[src/rtl/pxt_pkg.sv]
// Shared types for the target read router.
// Assumes the standard 4-bit bus command encoding.
package pxt_pkg;
    typedef enum logic [2:0] {
        RD_NONE  = 3'd0,
        RD_DWORD = 3'd1,
        RD_LINE  = 3'd2,
        RD_MULT  = 3'd3,
        RD_BLOCK = 3'd4
    } rd_kind_e;
endpackage

[src/rtl/pxt_cmd_decode.sv]
// Command decoder: turns the bus command and mode into a claim decision,
// an I/O flag and a read class. Purely combinational.
module pxt_cmd_decode
    import pxt_pkg::*;
(
    input  logic [3:0] cmd,
    input  logic       pcix_mode,
    output logic       claim,
    output logic       is_io,
    output rd_kind_e   rd_kind
);
    // Mode-dependent command map.
    always_comb begin
        claim   = 1'b0;
        is_io   = 1'b0;
        rd_kind = RD_NONE;
        case (cmd)
            4'b0010, 4'b0011: begin claim = 1'b1; is_io = 1'b1; end
            4'b0110:          begin claim = 1'b1; rd_kind = RD_DWORD; end
            4'b0111, 4'b1111: claim = 1'b1;
            4'b1000:          begin claim = pcix_mode; rd_kind = pcix_mode ? RD_BLOCK : RD_NONE; end
            4'b1001:          claim = pcix_mode;
            4'b1100:          begin claim = 1'b1; rd_kind = pcix_mode ? RD_NONE : RD_MULT; end
            4'b1110:          begin claim = 1'b1; rd_kind = pcix_mode ? RD_BLOCK : RD_LINE; end
            default:          claim = 1'b0;
        endcase
    end
endmodule

[src/rtl/pxt_prefetch.sv]
// Prefetch sizer: base length from read class and 64-bit request, clipped
// to the distance to the next page boundary. Assumes PAGE_B is a power of two.
module pxt_prefetch
    import pxt_pkg::*;
#(
    parameter int LINE_B  = 32,
    parameter int MULT_B  = 128,
    parameter int BLOCK_B = 256,
    parameter int PAGE_B  = 4096,
    localparam int OFF_W  = $clog2(PAGE_B),
    localparam int LEN_W  = OFF_W + 1
) (
    input  rd_kind_e           rd_kind,
    input  logic               req64,
    input  logic [OFF_W-1:0]   page_off,
    output logic [LEN_W-1:0]   len
);
    logic [LEN_W-1:0] base;
    logic [LEN_W-1:0] room;

    // Base length table.
    always_comb begin
        case (rd_kind)
            RD_DWORD: base = LEN_W'(4);
            RD_LINE:  base = req64 ? LEN_W'(2*LINE_B)  : LEN_W'(LINE_B);
            RD_MULT:  base = req64 ? LEN_W'(2*MULT_B)  : LEN_W'(MULT_B);
            RD_BLOCK: base = req64 ? LEN_W'(2*BLOCK_B) : LEN_W'(BLOCK_B);
            default:  base = '0;
        endcase
    end

    // Clip at the page boundary.
    always_comb begin
        room = LEN_W'(PAGE_B) - {1'b0, page_off};
        len  = (base < room) ? base : room;
    end
endmodule

[src/rtl/pxt_dtq.sv]
// Request slot tracker: a busy bit per slot, lowest-free allocation and
// release on completion. Assumes the caller only allocates when not full.
module pxt_dtq #(
    parameter int DEPTH = 4,
    localparam int IDX_W = $clog2(DEPTH)
) (
    input  logic             clk,
    input  logic             rst_n,
    input  logic             alloc_go,
    input  logic             free_req,
    input  logic [IDX_W-1:0] free_idx,
    output logic             full,
    output logic [IDX_W-1:0] alloc_idx
);
    logic [DEPTH-1:0] vld;

    // Lowest free slot search.
    always_comb begin
        alloc_idx = '0;
        for (int i = DEPTH-1; i >= 0; i--)
            if (!vld[i]) alloc_idx = IDX_W'(i);
        full = &vld;
    end

    // Per-slot busy bit: set on allocation, cleared on release.
    for (genvar g = 0; g < DEPTH; g++) begin : g_slot
        always_ff @(posedge clk) begin
            if (!rst_n)
                vld[g] <= 1'b0;
            else if (alloc_go && alloc_idx == IDX_W'(g))
                vld[g] <= 1'b1;
            else if (free_req && free_idx == IDX_W'(g))
                vld[g] <= 1'b0;
        end
    end

    AST_ALLOC_BUSY: assert property (@(posedge clk) disable iff (!rst_n)
        alloc_go |=> vld[$past(alloc_idx)]);
    AST_NO_ALLOC_FULL: assert property (@(posedge clk) disable iff (!rst_n)
        alloc_go |-> $countones(vld) < DEPTH);
endmodule

[src/rtl/pxt_csr_timer.sv]
// Immediate-path timer: after a start pulse, raises done exactly LAT clocks
// later. Assumes no new start while a previous one is pending.
module pxt_csr_timer #(
    parameter int LAT   = 4,
    parameter int BOUND = 16,
    localparam int CW   = $clog2(LAT + 1),
    localparam int EW   = $clog2(BOUND + 1) + 1
) (
    input  logic clk,
    input  logic rst_n,
    input  logic start,
    output logic busy,
    output logic done
);
    logic [CW-1:0] cnt;
    logic [EW-1:0] elapsed;

    // Countdown to the completion pulse.
    always_ff @(posedge clk) begin
        if (!rst_n) begin
            busy <= 1'b0;
            cnt  <= '0;
            done <= 1'b0;
        end else begin
            done <= 1'b0;
            if (start) begin
                busy <= 1'b1;
                cnt  <= CW'(LAT);
            end else if (busy) begin
                cnt <= cnt - 1'b1;
                if (cnt == CW'(1)) begin
                    busy <= 1'b0;
                    done <= 1'b1;
                end
            end
        end
    end

    // Independent cycle count used only by the bound check.
    always_ff @(posedge clk) begin
        if (!rst_n)                       elapsed <= '0;
        else if (start)                   elapsed <= '0;
        else if (busy && elapsed < EW'(BOUND)) elapsed <= elapsed + 1'b1;
    end

    AST_CSR_BOUND: assert property (@(posedge clk) disable iff (!rst_n)
        busy |-> elapsed < EW'(BOUND));
    AST_CSR_NO_OVERLAP: assert property (@(posedge clk) disable iff (!rst_n)
        start |-> !busy);
endmodule

[src/rtl/pxt_read_router.sv]
// Target read router top: registers the claim/ack64 response, steers
// register-window reads to the immediate path and other memory reads into
// request slots with a clipped prefetch length. Assumes one address phase
// at a time and no new register-window read before the previous completes.
module pxt_read_router
    import pxt_pkg::*;
#(
    parameter int DEPTH   = 4,
    parameter int CSR_LAT = 4,
    parameter int LINE_B  = 32,
    parameter int MULT_B  = 128,
    parameter int BLOCK_B = 256,
    localparam int PAGE_B = 4096,
    localparam int OFF_W  = $clog2(PAGE_B),
    localparam int LEN_W  = OFF_W + 1,
    localparam int IDX_W  = $clog2(DEPTH)
) (
    input  logic             clk,
    input  logic             rst_n,
    input  logic             addr_vld,
    input  logic [3:0]       cmd,
    input  logic [63:0]      addr,
    input  logic             addr_par,
    input  logic             req64,
    input  logic             pcix_mode,
    input  logic             csr_hit,
    input  logic             cpl_done,
    input  logic [IDX_W-1:0] cpl_idx,
    output logic             resp_vld,
    output logic             claim,
    output logic             ack64,
    output logic             retry,
    output logic             disconnect,
    output logic             par_err,
    output logic             csr_rd,
    output logic             csr_cpl,
    output logic             q_wr,
    output logic [IDX_W-1:0] q_idx,
    output logic [63:0]      q_addr,
    output logic [3:0]       q_cmd,
    output logic             q_par,
    output logic [LEN_W-1:0] q_len,
    output logic             q_split
);
    logic             dec_claim, dec_io;
    rd_kind_e         dec_kind;
    logic [LEN_W-1:0] pf_len;
    logic             perr, is_rd, need_slot, alloc_go, stall, csr_go;
    logic             q_full, csr_busy;
    logic [IDX_W-1:0] alloc_idx;

    pxt_cmd_decode u_dec (
        .cmd(cmd), .pcix_mode(pcix_mode),
        .claim(dec_claim), .is_io(dec_io), .rd_kind(dec_kind)
    );

    pxt_prefetch #(.LINE_B(LINE_B), .MULT_B(MULT_B), .BLOCK_B(BLOCK_B), .PAGE_B(PAGE_B)) u_pf (
        .rd_kind(dec_kind), .req64(req64), .page_off(addr[OFF_W-1:0]), .len(pf_len)
    );

    pxt_dtq #(.DEPTH(DEPTH)) u_dtq (
        .clk(clk), .rst_n(rst_n), .alloc_go(alloc_go),
        .free_req(cpl_done), .free_idx(cpl_idx),
        .full(q_full), .alloc_idx(alloc_idx)
    );

    pxt_csr_timer #(.LAT(CSR_LAT)) u_csr (
        .clk(clk), .rst_n(rst_n), .start(csr_go), .busy(csr_busy), .done(csr_cpl)
    );

    // Routing decision for the current address phase.
    always_comb begin
        perr      = ^{addr, cmd, addr_par};
        is_rd     = dec_kind != RD_NONE;
        csr_go    = addr_vld && is_rd && csr_hit;
        need_slot = addr_vld && is_rd && !csr_hit && !perr;
        alloc_go  = need_slot && !q_full;
        stall     = need_slot && q_full;
    end

    // Registered response pulses.
    always_ff @(posedge clk) begin
        if (!rst_n) begin
            resp_vld   <= 1'b0;
            claim      <= 1'b0;
            ack64      <= 1'b0;
            retry      <= 1'b0;
            disconnect <= 1'b0;
            par_err    <= 1'b0;
            csr_rd     <= 1'b0;
            q_wr       <= 1'b0;
        end else begin
            resp_vld   <= addr_vld;
            claim      <= addr_vld && dec_claim;
            ack64      <= addr_vld && dec_claim && !dec_io && !csr_hit && req64;
            retry      <= stall && !pcix_mode;
            disconnect <= stall && pcix_mode;
            par_err    <= addr_vld && perr;
            csr_rd     <= csr_go;
            q_wr       <= alloc_go;
        end
    end

    // Slot payload, loaded on allocation.
    always_ff @(posedge clk) begin
        if (!rst_n) begin
            q_idx   <= '0;
            q_addr  <= '0;
            q_cmd   <= '0;
            q_par   <= 1'b0;
            q_len   <= '0;
            q_split <= 1'b0;
        end else if (alloc_go) begin
            q_idx   <= alloc_idx;
            q_addr  <= addr;
            q_cmd   <= cmd;
            q_par   <= addr_par;
            q_len   <= pf_len;
            q_split <= pcix_mode;
        end
    end

    AST_CSR_NO_ACK64: assert property (@(posedge clk) disable iff (!rst_n)
        csr_rd |-> !ack64);
    AST_CSR_NO_QWR: assert property (@(posedge clk) disable iff (!rst_n)
        csr_rd |-> !q_wr && !retry && !disconnect);
    AST_PAGE_CLIP: assert property (@(posedge clk) disable iff (!rst_n)
        q_wr |-> (14'(q_addr[OFF_W-1:0]) + 14'(q_len)) <= 14'(PAGE_B));
    AST_ONE_OUTCOME: assert property (@(posedge clk) disable iff (!rst_n)
        $onehot0({q_wr, retry, disconnect}));
    AST_PERR_NO_ALLOC: assert property (@(posedge clk) disable iff (!rst_n)
        par_err |-> !q_wr);
    AST_IDLE_QUIET: assert property (@(posedge clk) disable iff (!rst_n)
        !addr_vld |=> !resp_vld && !claim && !q_wr && !csr_rd);
    AST_CSR_PENDING: assert property (@(posedge clk) disable iff (!rst_n)
        csr_rd |-> csr_busy);
endmodule

[config.mk]
export PLATFORM = sky130hd
export DESIGN_NAME = pxt_read_router
export DESIGN_NICKNAME = d
export VERILOG_FILES = /design/src/rtl/pxt_pkg.sv /design/src/rtl/pxt_cmd_decode.sv /design/src/rtl/pxt_prefetch.sv /design/src/rtl/pxt_dtq.sv /design/src/rtl/pxt_csr_timer.sv /design/src/rtl/pxt_read_router.sv
export SDC_FILE = /design/constraint.sdc
export NUM_CORES = 1
export LEC_CHECK = 0
export BUFFER_PORTS_ARGS = -buffer_cell sky130_fd_sc_hd__buf_2
export CORE_MARGIN = 10
export CORE_UTILIZATION = 54
export DETAILED_ROUTE_END_ITERATION = 6
export GPL_TIMING_DRIVEN = 0
export PLACE_DENSITY = 0.85
export SLEW_MARGIN = 40
export SYNTH_ARGS = -nofsm -noshare
export SYNTH_HDL_FRONTEND = slang
export SYNTH_SLANG_ARGS = --single-unit
[constraint.sdc]
create_clock -name clk -period 7.9 [get_ports clk]
set_clock_uncertainty 0.1 [all_clocks]
set_input_delay 0.395 -clock clk [delete_from_list [all_inputs] [get_ports clk]]
set_output_delay 0.395 -clock clk [all_outputs]
set_load 0.02 [all_outputs]
-- Word level (Yosys, flattened, before mapping)
Index checks and enable logic that the tools add are counted.
- output and inout port bits: 94
- word-level logic and storage cells: 117
- flip-flop bits (word level): 102
- order comparisons: 1
- $add $sub $neg: 2
- reduce and logical (&&, ||, !) cells: 41
- bitwise operators: 2
- eq/ne operators: 20
- muxes and demuxes: 29
- operator list (cell ; count):
    $reduce_xor A69 Y1 ; 1
    $pmux W13 S4 ; 1
    $logic_and A1 B1 Y1 ; 21
    $eq A4 B4 Y1 const B ; 5
    $lt A13 B13 Y1 ; 1
    $mux W1 ; 13
    $mux W13 ; 1
    $sub A13 B12 Y13 const A ; 1
    $mux W3 ; 4
    $pmux W3 S4 ; 1
    $mux W10 ; 1
    $mux W2 ; 5
    $reduce_bool A2 Y1 ; 5
    $mux W9 ; 1
    $eq A2 B2 Y1 const B ; 4
    $eq A4 B2 Y1 const B ; 2
    $eq A4 B3 Y1 const B ; 2
    $mux W7 ; 1
    $reduce_or A7 Y1 ; 1
    $eq A3 B1 Y1 const B ; 2
    $eq A3 B2 Y1 const B ; 2
    $reduce_or A2 Y1 ; 3
    $logic_not A1 Y1 ; 5
    $eq A2 B1 Y1 const B ; 2
    other kinds (8) ; 10

-- Logic depth before layout (Yosys ltp)
Gate-level depths: netlist (run 1).
- word-level depth: 9
- depth in mapped cells: 15

-- Modules after synthesis
From an unflattened synthesis (run 1), not the netlist that was laid out.
- cell total of the unflattened synthesis: 612
- area total of the unflattened synthesis: 5238.8 um2
- modules (own cells, without submodules) (module ; times used ; cells each ; area an instance (um2)):
    pxt_read_router ; 1 ; 477 ; 4152.7
    pxt_prefetch ; 1 ; 76 ; 563.0
    pxt_dtq ; 1 ; 24 ; 220.2
    pxt_csr_timer ; 1 ; 22 ; 211.5
    pxt_cmd_decode ; 1 ; 13 ; 91.3

-- Worst setup path after synthesis (run 1)
OpenSTA, ideal clock, no wires.
- path kind: input-to-reg
- start point: in addr[1]
- end point: reg q_len[6]
- required time: 7.714 ns
- library setup time: 0.086 ns
- path buffers: 1
- path slack: 4.651 ns
- cell stages on the path: 13
- data arrival time: 3.064 ns
- cells stage by stage: inv_1 > ha_1 > nor3b_1 > nand3_1 > xnor2_1 > ha_1 > a2111oi_0 > a21oi_1 > o21ai_0 > clkbuf_1 > nand2_1 > o21a_1 > a211oi_1
- word-level cells in the longest chain between the ends: 4
- elaborated cells on any way between the ends: 7
- classes of those cells: 1 x add/sub; 1 x order compare; 1 x mux; 4 x reduce/logical
- RTL lines (what ; RTL line ; RTL):
    start: declaration ; pxt_read_router.sv:22 ; input logic [63:0] addr,
    parallel branches: the longest is 4 deep, another holds $sub A13 B12 Y13 ; - ;
    end signal: assignment ; pxt_read_router.sv:118 ; q_len <= pf_len;
    end: declaration ; pxt_read_router.sv:42 ; output logic [LEN_W-1:0] q_len,
Parallel ways; which one is timed is not known.
A chain may end at the register's enable or synchronous reset.

-- Worst setup path after layout (run 1)
- start point: in addr[0]
- end point: reg q_len[9]
The elaborated chain is that of the path after synthesis.

==> metrics.txt, run 1 <==
met3 GRT Util=0.0688; GRT met2 Usage=0.384; Power Density=402 mW/mm2; placed cell count=876; Post-synth EDFFs=0; largest net degree at the start of global routing=16; die area=0.0135 mm2; Mapped Cells=598; nets=868; crit start category=input port; core area=0.00911 mm2; Std-Cell Rows=35; critical path required time=8.08 ns; total track usage=0.234; most used cell, CP=ha_1; Via density=5.84; fin crit share=0.478; Iteration-0 DRC Markers=541; share of cells above drive strength 1=0.259; Worst Hold Class=in2reg; critical path peak fanout=10; first-pass GRT wire length=25400 um; Inserted Diodes=0; post-layout min period=3.78 ns; leakage=2.58 nW; IO buf count=167; CP max-delay cell=a2111oi_0; Slew @ Worst Pin=0.706 ns; filler cell count=756; pins over their slew limit=0; max-cap viol count=0; via count=5201; TritonCTS clock tree=yes; clk_lat worst skew=0.38 ns; vias in the first global route=5212; FMAX=265 MHz; DP HPWL=12800 um; DRT Wirelength=16400 um; CTS H-tree depth=3; asr flop ratio synth=0; DIE HEIGHT=116 um; cts repair resizes=0; # Post-CTS Setup Buffers=0; Hold Buf Count CTS=0; drt wl/cell=18.5 um; maximum VDD drop=242 uV; Max clock buf depth=2; critical-path cell list=buf_2 > inv_1 > ha_1 > nor3b_1 > nand3_1 > xnor2_1 > ha_1 > a2111oi_0 > a21oi_1 > o21ai_0 > clkbuf_1 > nand2_1 > o21a_1 > a211oi_1; Post-Syn Area=0.00500 mm2; slowest stage delay, CP=0.46 ns; worst hold margin=0.141 ns; relative slew slack=0.524; drt pass-1 iters=6; Clock transition at path regs=0.09 ns; sequential area share after synthesis=0.409; critical path arrival=3.96 ns; sequential cell area=0.00204 mm2; CTS Sinks=102; total grt overflow=0; flops & latches, synth=102; Unique masters post-synth=39; met1 Use GR=0.283; initial antenna violation count=0; Num CTS Buffers=9; multi-input logic area=0.00266 mm2; die width=116 um; Initial Utilization=0.549; Root Driver=clkbuf_8; final cell count without fillers=890; RSZ-0062 raised after global routing=no; Critical Path Sink Type=register; routability congestion estimate=0.876; Synthesis Warnings=0; DRC viols=0; CP Class=in2reg; P&R area growth vs syn=24.0%; final setup fails=0; status=finished clean; Setup TNS=0 ns; main flop type after synthesis=dfxtp_1; final hold viol count=0; Final ANT Viol Nets=0; # IOs=172; Synthesized Nets=690; Most Crowded Layer GR=met2; Avg Cell Area, Syn=8.36 um2
==> routing by layer <==
metal	wire length (um)	vias up
met2	7660	284
met5	0	-
li1	-	2459
met3	1810	40
met1	6590	2418
met4	381	0
==> per-stage QoR <==
step	power (mW)	utilization	cell area, um2	worst slack [ns]
after global routing	2.66	0.680	6200	3.90
after global placement	2.05	0.656	5970	4.10
after detailed placement	2.09	0.656	5970	3.90
after floorplan	1.61	-	5000	4.65
after CTS	2.47	0.680	6200	4.24
final	2.49	0.680	6200	4.12
==> sequential cells by signal (all words and copies together), names as in the netlist <==
signal	cells
csr_rd	1
u_csr.cnt	3
claim	1
resp_vld	1
q_split	1
u_csr.busy	1
q_idx	2
retry	1
q_par	1
disconnect	1
par_err	1
q_cmd	4
q_addr	64
q_wr	1
ack64	1
q_len	13
u_csr.done	1
u_dtq.vld	4
==> cell usage after synthesis, types with 5 or more instances <==
library cell / count / area (um2)
dfxtp_1: 102 / 2040
a21oi_1: 85 / 425
nand3_1: 72 / 360
o21ai_0: 70 / 350
xnor2_1: 58 / 508
clkbuf_1: 28 / 105
inv_1: 21 / 78.8
nand2_1: 20 / 75.1
ha_1: 14 / 175
o21ai_1: 12 / 60.1
xor2_1: 12 / 105
buf_2: 10 / 50.1
nor2_1: 10 / 37.5
o21a_1: 10 / 75.1
nor3_1: 8 / 40.0
a211oi_1: 7 / 52.6
buf_1: 6 / 22.5
nor4_1: 6 / 37.5
nand4_1: 5 / 31.3
xnor2_2: 5 / 81.3
==> final timing paths <==
kind                             start                       to  slack (ns)  cells after the start
max                            addr[0]    q_len[9]$_SDFFE_PN0P_        4.12                     14
min                            csr_hit         ack64$_SDFF_PN0_        0.14                      2
max reg2reg  u_dtq.vld[0]$_SDFFE_PN0P_  q_addr[24]$_SDFFE_PN0P_        5.33                      6
min reg2reg    q_addr[39]$_SDFFE_PN0P_  q_addr[39]$_SDFFE_PN0P_        0.38                      2
==> logic make-up after synthesis <==
kind of cell,after synthesis,synth area share
fa+ha+maj,14,0.0350
compound gates,193,0.207
simple gates,143,0.151
buf+inv,71,0.0603
flops,102,0.409
xor+xnor,75,0.139
==> placed cells by master, fill, tap and decap left out, drive strengths merged <==
cell type and n:
nor2 10, a31o 1, nor3 8, and2 1, o21ai 82, nor4 6
nand4 5, nor2b 3, a211oi 7, xor2 12, nand2 20, clkbuf 38
o2111ai 1, nor4bb 2, and4b 1, xnor2 63, ha 14, buf 188
inv 22, nor3b 2, or4 2, a2111oi 1, bufinv 3, a41oi 1
nand4b 1, nand3 72, nor4b 4, a311oi 1, and3 4, a31oi 4
clkinvlp 1, dfxtp 102, a21oi 85, o21a 10, and4 2
==> critical path: cells and delay by family <==
kind | cells | cell delay [ns]
fa+ha+maj | 2 | 0.48
simple gates | 3 | 0.72
compound gates | 5 | 1.46
buf+inv | 3 | 0.63
xor+xnor | 1 | 0.29
==> cell type report <==
type	count	share of cell area
Sequential cell	102	0.329
Inverter	22	0.0133
Clock inverter	4	0.0157
Buffer	49	0.0353
Tap cell	111	0.0224
Clock buffer	10	0.0206
Multi-Input combinational cell	425	0.428
Timing Repair Buffer	167	0.135
==> power breakdown <==
group / switching (mW) / internal [mW]
registers: 0.0216 / 0.559
clock network: 0.179 / 0.207
logic: 1.16 / 0.365
Power figures use the tool's default switching activity.
==> run 2: changes to the inputs <==
--- a/config.mk
+++ b/config.mk
@@ -7,10 +7,10 @@
 export LEC_CHECK = 0
 export BUFFER_PORTS_ARGS = -buffer_cell sky130_fd_sc_hd__buf_2
 export CORE_MARGIN = 10
-export CORE_UTILIZATION = 54
+export CORE_UTILIZATION = 50
 export DETAILED_ROUTE_END_ITERATION = 6
 export GPL_TIMING_DRIVEN = 0
-export PLACE_DENSITY = 0.85
+export PLACE_DENSITY = 0.8
 export SLEW_MARGIN = 40
 export SYNTH_ARGS = -nofsm -noshare
 export SYNTH_HDL_FRONTEND = slang
==> constraint.sdc (replaced) <==
create_clock -name clk -period 3.8 [get_ports clk]
set_clock_uncertainty 0.1 [all_clocks]
set_input_delay 0.19 -clock clk [delete_from_list [all_inputs] [get_ports clk]]
set_output_delay 0.19 -clock clk [all_outputs]
set_load 0.02 [all_outputs]
==> run 2 against run 1 <==
  * Cell area increased by 5.7%
  * Clock power increased by 87%
  * Via count is 1.2% higher
  * Wire length is 3.3% higher
  * Clock-buffer cell count shrank 1
  * Critical endpoint is now q_len[8]$_SDFFE_PN0P_
==> metrics.txt, run 2 (synthesis results as in run 1) <==
share of cells above drive strength 1=0.248 (-0.0108); crit start category=input port; CTS Sinks=102 (unchanged); critical path arrival=3.66 ns (-0.30 ns); slowest stage delay, CP=0.53 ns (+0.07 ns); most used cell, CP=o21a_1; DRC viols=0 (unchanged); commonest non-fill, non-tap cells in the layout=177 x buf_2, 102 x dfxtp_1, 85 x a21oi_1; max-cap viol count=0 (unchanged); post-layout min period=3.48 ns; core area=0.00977 mm2 (+7.3%); FMAX=288 MHz; DP HPWL=12900 um (+0.57%); final setup fails=0 (unchanged); drt pass-1 iters=5 (-1); Max clock buf depth=2 (unchanged); Area after DPL=0.00600 mm2 (+0.46%); routability congestion estimate=0.895 (+2.2%); die area=0.0144 mm2 (+6.6%); relative slew slack=0.588 (+0.0643); Std-Cell Rows=36 (+2.9%); pins over their slew limit=0 (unchanged); vias in the first global route=5314 (+2.0%); max reg flops=64 (unchanged); die width=120 um (+3.2%); final cell count without fillers=946 (+6.3%); delay-heaviest family, CP=compound AO/OA/AOI/OAI gates; Iteration-0 DRC Markers=376 (-30%); maximum VDD drop=840 uV (+250%); placed cell count=898 (+2.5%); largest net degree at the start of global routing=16 (unchanged); RSZ-0062 raised after global routing=no; fin crit share=0.915; Setup TNS=0 ns (unchanged); leakage=2.72 nW (+5.1%); # Post-CTS Setup Buffers=0 (unchanged); Critical Path Sink Type=register; Initial Utilization=0.511 (-0.0374); CTS H-tree depth=3 (unchanged); Largest regs=q_addr x64, q_len x13; final hold viol count=0 (unchanged); Buf/Inv on CP=3 (unchanged); DIE HEIGHT=120 um (+3.2%); via count=5266 (+1.2%); Finished Cell Area=0.00655 mm2 (+5.7%); most common cell after layout, fill and taps aside=buf_2; critical path required time=3.98 ns (-4.10 ns); first-pass GRT wire length=26600 um (+4.9%); Via density=5.57 (-4.7%); drt wl/cell=18.0 um (-2.8%); critical path peak fanout=10 (unchanged); CP Class=in2reg; DRT Wirelength=17000 um (+3.3%); Largest Register=q_addr; initial antenna violation count=0 (unchanged); Clock transition at path regs=0.10 ns (about the same); TritonCTS clock tree=yes; IO buf count=167 (unchanged); Inserted Diodes=0 (unchanged); clk_lat worst skew=0.35 ns (-0.03 ns); P&R area growth vs syn=31.0%; total track usage=0.222 (-0.0119); CP max-delay cell=dlygate4sd3_1; Worst Hold Class=in2reg; Final ANT Viol Nets=0 (unchanged); # IOs=172 (unchanged); worst hold margin=0.00391 ns (-0.137 ns); Num CTS Buffers=9 (unchanged); status=finished clean; critical-path cell list=dlygate4sd3_1 > buf_2 > nor2b_1 > nand2_1 > nor4_1 > ha_1 > o21a_1 > o21a_1 > o21ai_0 > a21oi_1 > o21ai_0 > clkbuf_1 > nand2_1 > o21a_1 > a211oi_1; Root Driver=clkbuf_8; total grt overflow=0 (unchanged); Slew @ Worst Pin=0.617 ns (-0.0890 ns); Power Density=784 mW/mm2 (+95%); nets=903 (+4.0%)
==> run 2: cell types whose count changed in the layout (fill, tap and decap cells not counted) <==
cell           change
clkinvlp_4         +1
dlygate4sd3_1     +35
clkbuf_1           -1
bufinv_16          -1
o21ai_1            +1
o21ai_0            -1
==> run 2: cell type report <==
| cell class | instances | area [um2] |
|---|---|---|
| clock inverters | 4 | 75.1 |
| clock buffers | 9 | 124 |
| multi-input cells | 425 | 2660 |
| well taps | 133 | 166 |
| plain buffers | 49 | 219 |
| flip-flops and latches | 102 | 2040 |
| fillers | 844 | 3220 |
| inverters | 22 | 82.6 |
| repair buffers | 202 | 1190 |
==> run 2: final timing paths <==
path                        startpoint                      end  slack, ns  cells past startpoint
max                          pcix_mode    q_len[8]$_SDFFE_PN0P_       0.32                     15
min                           addr[58]  q_addr[58]$_SDFFE_PN0P_      0.004                      3
max reg2reg  u_dtq.vld[0]$_SDFFE_PN0P_  q_addr[28]$_SDFFE_PN0P_       1.33                      6
min reg2reg  u_csr.cnt[2]$_SDFFE_PN0P_    u_csr.done$_SDFF_PP0_       0.38                      1
==> run 2: worst reg2reg max path, stage by stage, from the launching register on <==
cell      delay, ns
dfxtp_1        0.40
nand2_1        0.17
o21ai_1        0.46
clkbuf_1       0.54
clkbuf_1       0.39
o21ai_0        0.17
a21oi_1        0.18
==> run 2: power by group <==
part / internal (mW) / leakage, nW / switching (mW)
Sequential: 1.16 / 0.823 / 0.0430
Clock: 0.361 / 0.0933 / 0.360
Combinational: 0.783 / 1.80 / 2.43
==> run 2: stage by stage <==
step | power [mW] | utilization | setup slack (ns)
after floorplan | 3.36 | - | 0.756
after detailed placement | 4.34 | 0.614 | 0.0818
after global placement | 4.30 | 0.614 | 0.182
after CTS | 5.11 | 0.670 | 0.389
after global routing | 5.45 | 0.670 | 0.00460
final | 5.13 | 0.670 | 0.324
==> run 2: repair_timing <==
item | in CTS | in global routing
hold buffers | 35 | 0
resized for setup | 0 | 0
endpoints found under the hold margin | 35 | 0
==> run 2: metal layers <==
metal  up-vias  wire [um]  global-route usage
li1       2521          -                   -
met4         0        267              0.0611
met5         -          0                   0
met3        26       1640              0.0717
met2       244       8210               0.389
met1      2475       6870               0.254
